--- src/rtl/tmr_pkg.sv ---
package tmr_pkg;
  localparam int ADDR_W = 3;
  localparam logic [ADDR_W-1:0] A_MODE  = 3'd0;
  localparam logic [ADDR_W-1:0] A_XMODE = 3'd1;
  localparam logic [ADDR_W-1:0] A_REF   = 3'd2;
  localparam logic [ADDR_W-1:0] A_CAP   = 3'd3;
  localparam logic [ADDR_W-1:0] A_CNT   = 3'd4;
  localparam logic [ADDR_W-1:0] A_EVT   = 3'd5;

  // strobes from control to datapath
  typedef struct packed {
    logic cntClr;
    logic cntTick;
    logic restart;
    logic capLoad;
  } tmrStrobe_t;
endpackage

--- src/rtl/tmr_datapath.sv ---
module tmr_datapath
  import tmr_pkg::*;
#(
  parameter int CNT_W = 32
) (
  input  logic             clk,
  input  logic             rstN,
  input  tmrStrobe_t       strb,
  input  logic [CNT_W-1:0] refVal,
  output logic [CNT_W-1:0] cntVal,
  output logic [CNT_W-1:0] capVal,
  output logic             match
);
  assign match = (cntVal == refVal);

  always_ff @(posedge clk or negedge rstN) begin
    if (!rstN)                          cntVal <= '0;
    else if (strb.cntClr)               cntVal <= '0;
    else if (strb.cntTick) begin
      if (strb.restart && match)        cntVal <= '0;
      else                              cntVal <= cntVal + 1'b1;
    end
  end

  always_ff @(posedge clk or negedge rstN) begin
    if (!rstN)             capVal <= '0;
    else if (strb.capLoad) capVal <= cntVal;
  end

  // a clear strobe always leaves the counter at zero
  p_clear_zero_r10: assert property (@(posedge clk) disable iff (!rstN)
    strb.cntClr |=> (cntVal == '0));
  // an ordinary tick adds exactly one
  p_step_one_r3: assert property (@(posedge clk) disable iff (!rstN)
    (strb.cntTick && !strb.cntClr && !(strb.restart && match)) |=> (cntVal == $past(cntVal) + 1'b1));
  // restart mode returns to zero on a match tick
  p_restart_zero_r4: assert property (@(posedge clk) disable iff (!rstN)
    (strb.cntTick && !strb.cntClr && strb.restart && match) |=> (cntVal == '0));
  // capture register takes the counter value of the strobe cycle
  p_capture_copy_r6: assert property (@(posedge clk) disable iff (!rstN)
    strb.capLoad |=> (capVal == $past(cntVal)));
endmodule

--- src/rtl/tmr_ctrl.sv ---
module tmr_ctrl
  import tmr_pkg::*;
#(
  parameter int CNT_W  = 32,
  parameter int PS_W   = 8,
  parameter int DIV    = 16,
  parameter int SYNC_N = 2
) (
  input  logic              clk,
  input  logic              rstN,
  input  logic              busSel,
  input  logic              busWr,
  input  logic [ADDR_W-1:0] busAddr,
  input  logic [CNT_W-1:0]  busWdata,
  output logic [CNT_W-1:0]  busRdata,
  input  logic              extClkIn,
  input  logic              capIn,
  input  logic              dmaAck,
  input  logic [CNT_W-1:0]  cntVal,
  input  logic [CNT_W-1:0]  capVal,
  input  logic              match,
  output tmrStrobe_t        strb,
  output logic [CNT_W-1:0]  refVal,
  output logic              cmpOut,
  output logic              irqOut,
  output logic              dmaReq
);
  localparam int MODE_W = 8 + PS_W;
  localparam int DIV_W  = $clog2(DIV);

  logic [MODE_W-1:0] modeReg;
  logic              dmaRoute;
  logic [1:0]        evtFlags;
  logic [PS_W-1:0]   psCnt;
  logic [DIV_W-1:0]  divCnt;
  logic [SYNC_N-1:0] capSync, extSync;
  logic              capPrev, extPrev;

  wire busWe     = busSel && busWr;
  wire en        = modeReg[0];
  wire [1:0] src = modeReg[2:1];
  wire restartEn = modeReg[3];
  wire refReqEn  = modeReg[4];
  wire toggleOut = modeReg[5];
  wire [1:0] capEdge  = modeReg[7:6];
  wire [PS_W-1:0] psLimit = modeReg[8 +: PS_W];

  // input synchronisers
  always_ff @(posedge clk or negedge rstN) begin
    if (!rstN) begin
      capSync <= '0; extSync <= '0; capPrev <= 1'b0; extPrev <= 1'b0;
    end else begin
      capSync <= {capSync[SYNC_N-2:0], capIn};
      extSync <= {extSync[SYNC_N-2:0], extClkIn};
      capPrev <= capSync[SYNC_N-1];
      extPrev <= extSync[SYNC_N-1];
    end
  end
  wire capRise = capSync[SYNC_N-1] && !capPrev;
  wire capFall = !capSync[SYNC_N-1] && capPrev;
  wire extRise = extSync[SYNC_N-1] && !extPrev;

  // source select and prescaler
  wire divTick = (divCnt == DIV_W'(DIV - 1));
  logic srcTick;
  always_comb begin
    case (src)
      2'b01:   srcTick = 1'b1;
      2'b10:   srcTick = divTick;
      2'b11:   srcTick = extRise;
      default: srcTick = 1'b0;
    endcase
  end
  wire psWrap    = (psCnt >= psLimit);
  wire countTick = en && srcTick && psWrap;

  always_ff @(posedge clk or negedge rstN) begin
    if (!rstN) begin
      divCnt <= '0; psCnt <= '0;
    end else if (!en) begin
      divCnt <= '0; psCnt <= '0;
    end else begin
      divCnt <= divCnt + 1'b1;
      if (srcTick) psCnt <= psWrap ? '0 : psCnt + 1'b1;
    end
  end

  wire capEvt = en && ((capEdge[0] && capRise) || (capEdge[1] && capFall));
  wire refHit = countTick && match;

  always_comb begin
    strb.cntClr  = !en || (busWe && busAddr == A_CNT);
    strb.cntTick = countTick;
    strb.restart = restartEn;
    strb.capLoad = capEvt;
  end

  // registers
  always_ff @(posedge clk or negedge rstN) begin
    if (!rstN) begin
      modeReg <= '0; dmaRoute <= 1'b0; refVal <= '0;
    end else if (busWe) begin
      case (busAddr)
        A_MODE:  modeReg  <= busWdata[MODE_W-1:0];
        A_XMODE: dmaRoute <= busWdata[7];
        A_REF:   refVal   <= busWdata;
        default: ;
      endcase
    end
  end

  wire evtWe = busWe && (busAddr == A_EVT);
  always_ff @(posedge clk or negedge rstN) begin
    if (!rstN) evtFlags <= '0;
    else begin
      if (capEvt)                  evtFlags[0] <= 1'b1;
      else if (evtWe && busWdata[0]) evtFlags[0] <= 1'b0;
      if (refHit)                  evtFlags[1] <= 1'b1;
      else if (evtWe && busWdata[1]) evtFlags[1] <= 1'b0;
    end
  end

  // compare pin
  always_ff @(posedge clk or negedge rstN) begin
    if (!rstN)                        cmpOut <= 1'b1;
    else if (!en)                     cmpOut <= 1'b1;
    else if (refHit)                  cmpOut <= toggleOut ? !cmpOut : 1'b0;
    else if (countTick && !toggleOut) cmpOut <= 1'b1;
  end

  // requests
  wire request = evtFlags[0] || (evtFlags[1] && refReqEn);
  assign irqOut = request && !dmaRoute;
  wire dmaSet = dmaRoute && (capEvt || (refHit && refReqEn));
  always_ff @(posedge clk or negedge rstN) begin
    if (!rstN)       dmaReq <= 1'b0;
    else if (dmaSet) dmaReq <= 1'b1;
    else if (dmaAck) dmaReq <= 1'b0;
  end

  always_comb begin
    case (busAddr)
      A_MODE:  busRdata = CNT_W'(modeReg);
      A_XMODE: busRdata = CNT_W'({dmaRoute, 7'b0});
      A_REF:   busRdata = refVal;
      A_CAP:   busRdata = capVal;
      A_CNT:   busRdata = cntVal;
      A_EVT:   busRdata = CNT_W'(evtFlags);
      default: busRdata = '0;
    endcase
  end

  // pulse mode drives the pin low after a reference event
  p_pulse_low_r5: assert property (@(posedge clk) disable iff (!rstN)
    (en && !toggleOut && refHit) |=> !cmpOut);
  // write-one clears the reference flag when no event competes
  p_w1c_ref_r7: assert property (@(posedge clk) disable iff (!rstN)
    (evtWe && busWdata[1] && !refHit) |=> !evtFlags[1]);
  // interrupt only with a pending flag
  p_irq_flag_r8: assert property (@(posedge clk) disable iff (!rstN)
    irqOut |-> (evtFlags != 2'b00));
  // acknowledge drops the request
  p_dma_ack_r9: assert property (@(posedge clk) disable iff (!rstN)
    (dmaAck && !dmaSet) |=> !dmaReq);
endmodule

--- src/rtl/cc_timer.sv ---
module cc_timer
  import tmr_pkg::*;
#(
  parameter int CNT_W = 32,
  parameter int PS_W  = 8
) (
  input  logic              clk,
  input  logic              rstN,
  input  logic              busSel,
  input  logic              busWr,
  input  logic [ADDR_W-1:0] busAddr,
  input  logic [CNT_W-1:0]  busWdata,
  output logic [CNT_W-1:0]  busRdata,
  input  logic              extClkIn,
  input  logic              capIn,
  input  logic              dmaAck,
  output logic              cmpOut,
  output logic              irqOut,
  output logic              dmaReq
);
  tmrStrobe_t       strb;
  logic [CNT_W-1:0] cntVal, capVal, refVal;
  logic             match;

  tmr_ctrl #(.CNT_W(CNT_W), .PS_W(PS_W), .DIV(16), .SYNC_N(2)) u_ctrl (
    .clk(clk), .rstN(rstN), .busSel(busSel), .busWr(busWr), .busAddr(busAddr),
    .busWdata(busWdata), .busRdata(busRdata), .extClkIn(extClkIn), .capIn(capIn),
    .dmaAck(dmaAck), .cntVal(cntVal), .capVal(capVal), .match(match), .strb(strb),
    .refVal(refVal), .cmpOut(cmpOut), .irqOut(irqOut), .dmaReq(dmaReq)
  );

  tmr_datapath #(.CNT_W(CNT_W)) u_dp (
    .clk(clk), .rstN(rstN), .strb(strb), .refVal(refVal),
    .cntVal(cntVal), .capVal(capVal), .match(match)
  );
endmodule

--- config.mk ---
export PLATFORM = sky130hd
export DESIGN_NAME = cc_timer
export DESIGN_NICKNAME = d
export VERILOG_FILES = /design/src/rtl/tmr_pkg.sv /design/src/rtl/tmr_datapath.sv /design/src/rtl/tmr_ctrl.sv /design/src/rtl/cc_timer.sv
export SDC_FILE = /design/constraint.sdc
export NUM_CORES = 1
export LEC_CHECK = 0
export CORE_ASPECT_RATIO = 1.5
export CORE_MARGIN = 2
export CORE_UTILIZATION = 52
export CTS_BUF_LIST = sky130_fd_sc_hd__clkbuf_4
export CTS_CLUSTER_DIAMETER = 50
export DETAILED_ROUTE_END_ITERATION = 8
export DONT_BUFFER_PORTS = 1
export PLACE_DENSITY_LB_ADDON = 0.12
export SYNTH_ARGS = -nofsm -noshare
export SYNTH_HDL_FRONTEND = slang
export SYNTH_SLANG_ARGS = --single-unit
--- constraint.sdc ---
create_clock -name clk -period 2.5 [get_ports clk]
set_input_delay 0.375 -clock clk [delete_from_list [all_inputs] [get_ports clk]]
set_output_delay 0.375 -clock clk [all_outputs]
set_load 0.01 [all_outputs]
==> impl_metrics.ini, run 1 <==
[run_status]
run_status = finished, violations left
failing_checks = hold timing

[detailed_routing]
remaining_drc_errors = 0
routed_wl_per_cell_um = 19.93
drt_first_pass_iters = 7
post_drt_via_cell_ratio = 6.111
vias = 5640
ant_nets = 0
drt_iter0_markers = 389
route.final.wire_length_um = 18390

[synth]
syn-num-nets = 746
synth_adder_area_share_pct = 1.904
synthArstFlopShare_pct = 100.0
seq_area_frac_synth_pct = 46.75
synth_top_cell_by_area = sky130_fd_sc_hd__dfrtp_1
share_of_the_synthesized_area_in_compound_gates_ao_oa_aoi_oai_pct = 15.41
yosysWarnings = 0
synth_top_area_share_pct = 46.39
ys_ff_latch = 135
yosys.area_share.xor_xnor_pct = 4.483
yosys.area_share.simple_pct = 13.52
avgSynthCellArea_um2 = 10.43
yosys-top-cells-area = sky130_fd_sc_hd__dfrtp_1 46%, sky130_fd_sc_hd__mux2_2 11%, sky130_fd_sc_hd__xnor2_1 4.2%, sky130_fd_sc_hd__nand2_1 3.6%, sky130_fd_sc_hd__a22oi_1 3.5%
synth_mux_area_share_pct = 13.69
syn-cell-area_um2 = 7228
synth-main-ff-cell = sky130_fd_sc_hd__dfrtp_1
netlist-cell-type-count = 61
synth_cells = 693
synth-edff-count = 0
synth_top_family_by_area = compound AO/OA/AOI/OAI gates

[global_route]
pin_count_of_the_biggest_net_entering_global_routing = 136
all_layer_gr_usage_pct = 25.84
globalRoute.totalOverflow = 0
grt_antenna_before_repair = 1
first_global_vias = 5665
grt_first_pass_wirelength_um = 29950

[timing]
slew_viol_final = 0
final.min_clock_period_ps = 2421
setup_violations = 0
holdWs_ps = -480.1
worst_clock_skew_ps = 24.80
finalHoldViolCount = 135
rsz_0062_raised_after_global_routing = false
fin_setup_tns_ps = 0
least_margin_pin_slew_ps = 614.0
max_freq_mhz = 413.1
fin_crit_sh_pct = 96.84
max-slew-margin-rel_pct = 59.07

[floorplanning]
num_rows = 52
floorplan.io_pins = 77
chipWidth_um = 100.3
fp.dieArea_um2 = 14880
floorplan.initialDensity_pct = 53.41
die_height_um = 148.4
core_um2 = 13530

[final_layout]
syn_to_layout_area_delta_pct = 15.53
layout-drive-gt1-share_pct = 23.55
final_cell_mix = 134 x sky130_fd_sc_hd__dfrtp_1, 69 x sky130_fd_sc_hd__nand2_1, 69 x sky130_fd_sc_hd__mux2_2
fillerInstances = 1141
layout_commonest_cell = sky130_fd_sc_hd__dfrtp_1
nNetsFinal = 801
final_cell_area_um2 = 8351

[power]
power_consumption_uw = 5334
power_leakage_uw = 0.003555
power_density_nw_per_um2 = 638.7
worst_vdd_rail_ir_drop_mv = 0.4243

[clock_tree]
htree_num_levels = 4
numCtsBuffers = 17
clkSlewWorstSetupHoldPaths_ps = 130
worstSkewPairLatency_ps = 530
tritoncts = yes
clkSinkCount = 135
holdBufCountCts = 34
cts_root_buf = sky130_fd_sc_hd__clkbuf_4
max-clock-path-buffers = 2

[worst_setup_path]
critical_path.endpoint_type = register
criticalPathCategory = reg -> reg
worst_setup_path_start_kind = register
worst_ep_required_time_ps = 2900
worst-endpoint-arrival_ps = 2820
worstPathMaxFanout = 29

[hold_path]
worst_hold_path_type = in -> async

[placed_design]
port_buffers = 0
dpl-instance-area_um2 = 7659
dp_hpwl_um = 13210
gp_congestion = 0.8425

[flow_run]
maxCapViolations = 0
flip-flops by register name, indices dropped and copies added, names as in the netlist:
signal           count
u_ctrl.psCnt         8
u_ctrl.evtFlags      2
u_ctrl.divCnt        4
u_ctrl.dmaReq        1
u_ctrl.extPrev       1
u_ctrl.capSync       2
u_ctrl.dmaRoute      1
u_ctrl.modeReg      16
u_dp.cntVal         32
u_ctrl.capPrev       1
u_ctrl.extSync       2
u_ctrl.refVal       32
u_dp.capVal         32
u_ctrl.cmpOut        1
final cells by class:
class	instances	area [um^2]	share of cell area, %
multi-input combinational	486	3586	42.94
sequential	135	3379	40.47
timing repair buffer	91	805.8	9.649
tap	162	202.7	2.427
clock inverter	14	182.7	2.188
clock buffer	17	127.6	1.528
inverter	17	63.81	0.7642
antenna	1	2.502	0.02997
cell usage after synthesis, types with 2 or more instances:
cell,number
sky130_fd_sc_hd__dfrtp_1,134
sky130_fd_sc_hd__mux2_2,69
sky130_fd_sc_hd__nand2_1,69
sky130_fd_sc_hd__o21ai_0,38
sky130_fd_sc_hd__xnor2_1,35
sky130_fd_sc_hd__a22oi_1,34
sky130_fd_sc_hd__nand3_1,32
sky130_fd_sc_hd__buf_2,27
sky130_fd_sc_hd__clkbuf_1,24
sky130_fd_sc_hd__mux2i_1,19
sky130_fd_sc_hd__nand4_1,18
sky130_fd_sc_hd__inv_1,17
sky130_fd_sc_hd__nor2_1,17
sky130_fd_sc_hd__o22ai_1,15
sky130_fd_sc_hd__a21oi_1,13
sky130_fd_sc_hd__ha_1,11
sky130_fd_sc_hd__nand2b_1,9
sky130_fd_sc_hd__a22o_1,8
sky130_fd_sc_hd__and2_1,8
sky130_fd_sc_hd__a21o_1,7
sky130_fd_sc_hd__a31oi_1,7
sky130_fd_sc_hd__o311ai_0,7
sky130_fd_sc_hd__o311ai_1,7
sky130_fd_sc_hd__and3_1,6
sky130_fd_sc_hd__o31ai_1,5
sky130_fd_sc_hd__or2_2,5
sky130_fd_sc_hd__nor4_2,4
sky130_fd_sc_hd__a21boi_0,3
sky130_fd_sc_hd__o21a_1,3
sky130_fd_sc_hd__a31o_2,2
sky130_fd_sc_hd__a41oi_1,2
sky130_fd_sc_hd__and2_0,2
sky130_fd_sc_hd__buf_1,2
sky130_fd_sc_hd__clkbuf_2,2
sky130_fd_sc_hd__mux2_1,2
sky130_fd_sc_hd__nand2_2,2
sky130_fd_sc_hd__nor2b_1,2
sky130_fd_sc_hd__o211ai_1,2
sky130_fd_sc_hd__xor2_1,2
layer usage:
| metal | global-route usage, % | vias to the layer above | wire, um |
|---|---|---|---|
| li1 | - | 2643 | - |
| met1 | 30.90 | 2784 | 7128 |
| met2 | 45.57 | 174 | 9859 |
| met3 | 5.263 | 39 | 846 |
| met4 | 9.452 | 0 | 556 |
| met5 | 0 | - | 0 |
critical path: stages (launching register included):
cell and delay [ps]:
sky130_fd_sc_hd__dfrtp_1 410, sky130_fd_sc_hd__xnor2_1 260, sky130_fd_sc_hd__buf_4 180, sky130_fd_sc_hd__nand4_1 150, sky130_fd_sc_hd__nor4_2 330, sky130_fd_sc_hd__buf_4 190, sky130_fd_sc_hd__a31oi_2 170, sky130_fd_sc_hd__buf_12 220
sky130_fd_sc_hd__a21o_1 160, sky130_fd_sc_hd__a22o_1 220
where the power goes:
part / internal [uW] / switching (uW) / total, uW
clock: 781 / 809 / 1590
combinational: 550 / 533 / 1080
sequential: 2410 / 247 / 2660
total: 3740 / 1590 / 5330
repair_timing:
| action | 4_1_cts | 5_1_grt |
|---|---|---|
| endpoints found under the hold margin | 186 | 135 |
| gates resized for setup | 0 | 5 |
| setup endpoints to repair | 0 | 37 |
| setup buffers | 0 | 1 |
final timing paths:
kind	from	endpoint	slack [ps]	cells past startpoint
max in group asynchronous	rstN	u_dp.cntVal[23]	2650	0
worst min register to register	u_ctrl.extSync[0]	u_ctrl.extSync[1]	370	0
worst min-delay path	rstN	u_dp.capVal[25]	-480	0
min in group clk	busWdata[1]	u_ctrl.evtFlags[1]	40	2
worst max-delay path	u_dp.cntVal[27]	u_dp.cntVal[11]	80	9
worst max register to register	u_dp.cntVal[27]	u_dp.cntVal[11]	80	9
cell families (layout without fill, tap and decap cells):
group           count (synthesis)  after routing
xor+xnor                       37             37
simple gates                  186            186
flops                         135            135
other cells                     0              1
fa+ha+maj                      11             11
buf+inv                        72            139
mux                            90             90
compound gates                162            162
metrics by stage:
stage / setup WS, ps / std cells / hold WS (ps) / util [%]
floorplan: 120.8 / 693 / 79.41 / -
global placement: 122.4 / 856 / 85.12 / 56.59
detailed placement: 59.93 / 856 / 85.45 / 56.59
CTS: 13.14 / 921 / -504.0 / 61.40
global route: 2.473 / 923 / -529.6 / 61.70
finish: 79.11 / 923 / -480.1 / 61.70
(Power assumes the default switching activity.)
==> run 2: changes to the inputs <==
RECOVER_POWER = 25   (was unset)
SETUP_SLACK_MARGIN = 0.2   (was unset)
==> run 2 against run 1 <==
The flow still finishes with violations (hold timing). First-iteration DRC count down 1.0%. Die area unchanged. Clock-buffer cell count up 2. Final cell count up 1.6%. Worst setup slack better by 98 ps. Fmax up 4.2%. Core utilization up 2.1 points. Sequential power about the same. Non-clock buffer count up 14. Critical path type unchanged. Largest cell class unchanged.
==> impl_metrics.ini, run 2 (synthesis gave the netlist of run 1 again) <==
[clock_tree]
cts_root_buf = sky130_fd_sc_hd__clkbuf_4
max-clock-path-buffers = 2
holdBufCountCts = 35
worstSkewPairLatency_ps = 560
htree_num_levels = 4
numCtsBuffers = 17
clkSlewWorstSetupHoldPaths_ps = 130
clkSinkCount = 135
tritoncts = yes

[timing]
worst_clock_skew_ps = 26.13
fin_crit_sh_pct = 92.93
least_margin_pin_slew_ps = 718.0
slew_viol_final = 0
setup_violations = 0
rsz_0062_raised_after_global_routing = true
finalHoldViolCount = 135
worst_setup_margin_ps = 176.8
holdWs_ps = -501.4
max-slew-margin-rel_pct = 52.11
fin_setup_tns_ps = 0
final.min_clock_period_ps = 2323
max_freq_mhz = 430.4

[placed_design]
dp_slack_ps = 55.05
port_buffers = 0
dp_hpwl_um = 13230
dpl_cells = 855
gp_congestion = 0.8722

[global_route]
globalRoute.totalOverflow = 0
grt_antenna_before_repair = 1
first_global_vias = 5829
pin_count_of_the_biggest_net_entering_global_routing = 136
grt_first_pass_wirelength_um = 30650
all_layer_gr_usage_pct = 26.47

[hold_path]
worst_hold_path_type = in -> async

[worst_setup_path]
worst_ep_required_time_ps = 2970
worstPathMaxFanout = 8
worst-endpoint-arrival_ps = 2790
worstReg2RegEnd = u_dp.cntVal[30]
r2r_setup_slack_ps = 180
critPathTopFamily = compound AO/OA/AOI/OAI gates
crit_end = u_dp.cntVal[30]
critical_path_depth = 10
launching_element_of_the_worst_setup_path = u_ctrl.modeReg[8]
worst_setup_path_start_kind = register
path_buf_inv = 3
worstRegToRegCells = 10
critical_path_cell_with_the_highest_stage_delay = sky130_fd_sc_hd__dfrtp_1
critical-path-max-stage-delay_ps = 450
path_cells = ha_4, nand2b_4, a2111oi_4, o211ai_1, buf_4, a31oi_4, buf_6, clkbuf_16, a22oi_1, o31ai_1
regToRegStartpoint = u_ctrl.modeReg[8]
critical_path.endpoint_type = register
criticalPathCategory = reg -> reg

[final_layout]
final-instance-count-excl-fill = 938
layout_commonest_cell = sky130_fd_sc_hd__dfrtp_1
final_cell_mix = 127 x sky130_fd_sc_hd__dfrtp_1, 69 x sky130_fd_sc_hd__mux2_2, 63 x sky130_fd_sc_hd__nand2_1
postLayoutCoreUtil_pct = 63.82
syn_to_layout_area_delta_pct = 19.49
layout-drive-gt1-share_pct = 28.90
nNetsFinal = 815
largest_registers = u_ctrl.refVal (32), u_dp.capVal (32), u_dp.cntVal (32)
fillerInstances = 1076

[run_status]
failing_checks = hold timing
run_status = finished, violations left

[power]
worst_vdd_rail_ir_drop_mv = 0.4184
power_density_nw_per_um2 = 613.4
power_leakage_uw = 0.003684

[detailed_routing]
vias = 5736
route.final.wire_length_um = 19310
drt_first_pass_iters = 6
drt_iter0_markers = 385
post_drt_via_cell_ratio = 6.115
routed_wl_per_cell_um = 20.58
remaining_drc_errors = 0
ant_nets = 0

[floorplanning]
floorplan.io_pins = 77
core_um2 = 13530
num_rows = 52
floorplan.initialDensity_pct = 53.41
chipWidth_um = 100.3
fp.dieArea_um2 = 14880
die_height_um = 148.4

[flow_run]
maxCapViolations = 0
==> run 2: worst min-delay path by stage <==
stage,cells after the start,slack [ps],endpoint
5_1_grt,0,-560,u_dp.capVal[7]
2_1_floorplan,0,80,u_ctrl.capPrev
3_3_place_gp,0,80,u_ctrl.refVal[30]
6_report,0,-500,u_ctrl.refVal[30]
4_1_cts,0,-540,u_dp.capVal[7]
3_5_place_dp,0,80,u_dp.capVal[29]
==> run 2: report_power, final <==
part           switching [uW]  internal [uW]
sequential                241           2420
clock                     872            527
combinational             597            646
==> run 2: repair_timing <==
| action | 4_1_cts | 5_1_grt |
|---|---|---|
| cloned | 0 | 3 |
| hold endpoints to repair | 188 | 135 |
| setup buffers | 2 | 10 |
| setup endpoints to repair | 32 | 36 |
| gates resized for setup | 2 | 49 |
| pin swaps | 3 | 15 |
==> run 2: cell type report <==
class / instances / area (um^2) / share of cell area, %
flip-flops and latches: 135 / 3388 / 39.23
repair buffers: 105 / 970.9 / 11.24
diodes: 1 / 2.502 / 0.02897
clock buffers: 19 / 142.6 / 1.651
clock inverters: 13 / 123.9 / 1.434
multi-input cells: 486 / 3742 / 43.33
well taps: 162 / 202.7 / 2.347
inverters: 17 / 63.81 / 0.7388
==> run 2: per-layer routing <==
layer  GRT usage (%)  vias to the layer above  part of all wire, %
met4           9.863                        0                  2.8
met2           46.85                      143                   53
li1                -                     2679                    -
met5               0                        -                    0
met1           31.56                     2876                   40
met3           5.169                       38                  3.7
==> run 2: worst reg2reg max path, cell delays in order (launching register included) <==
cell	delay (ps)
sky130_fd_sc_hd__dfrtp_1	450
sky130_fd_sc_hd__ha_4	250
sky130_fd_sc_hd__nand2b_4	150
sky130_fd_sc_hd__a2111oi_4	350
sky130_fd_sc_hd__o211ai_1	190
sky130_fd_sc_hd__buf_4	180
sky130_fd_sc_hd__a31oi_4	190
sky130_fd_sc_hd__buf_6	150
sky130_fd_sc_hd__clkbuf_16	160
sky130_fd_sc_hd__a22oi_1	100
sky130_fd_sc_hd__o31ai_1	80
==> run 2: per-stage QoR <==
stage / total power (uW) / area [um^2]
after global placement: 3642 / 7666
after CTS: 5142 / 8308
after floorplan: 3344 / 7234
final: 5298 / 8637
after global routing: 5568 / 8637
after detailed placement: 3679 / 7666
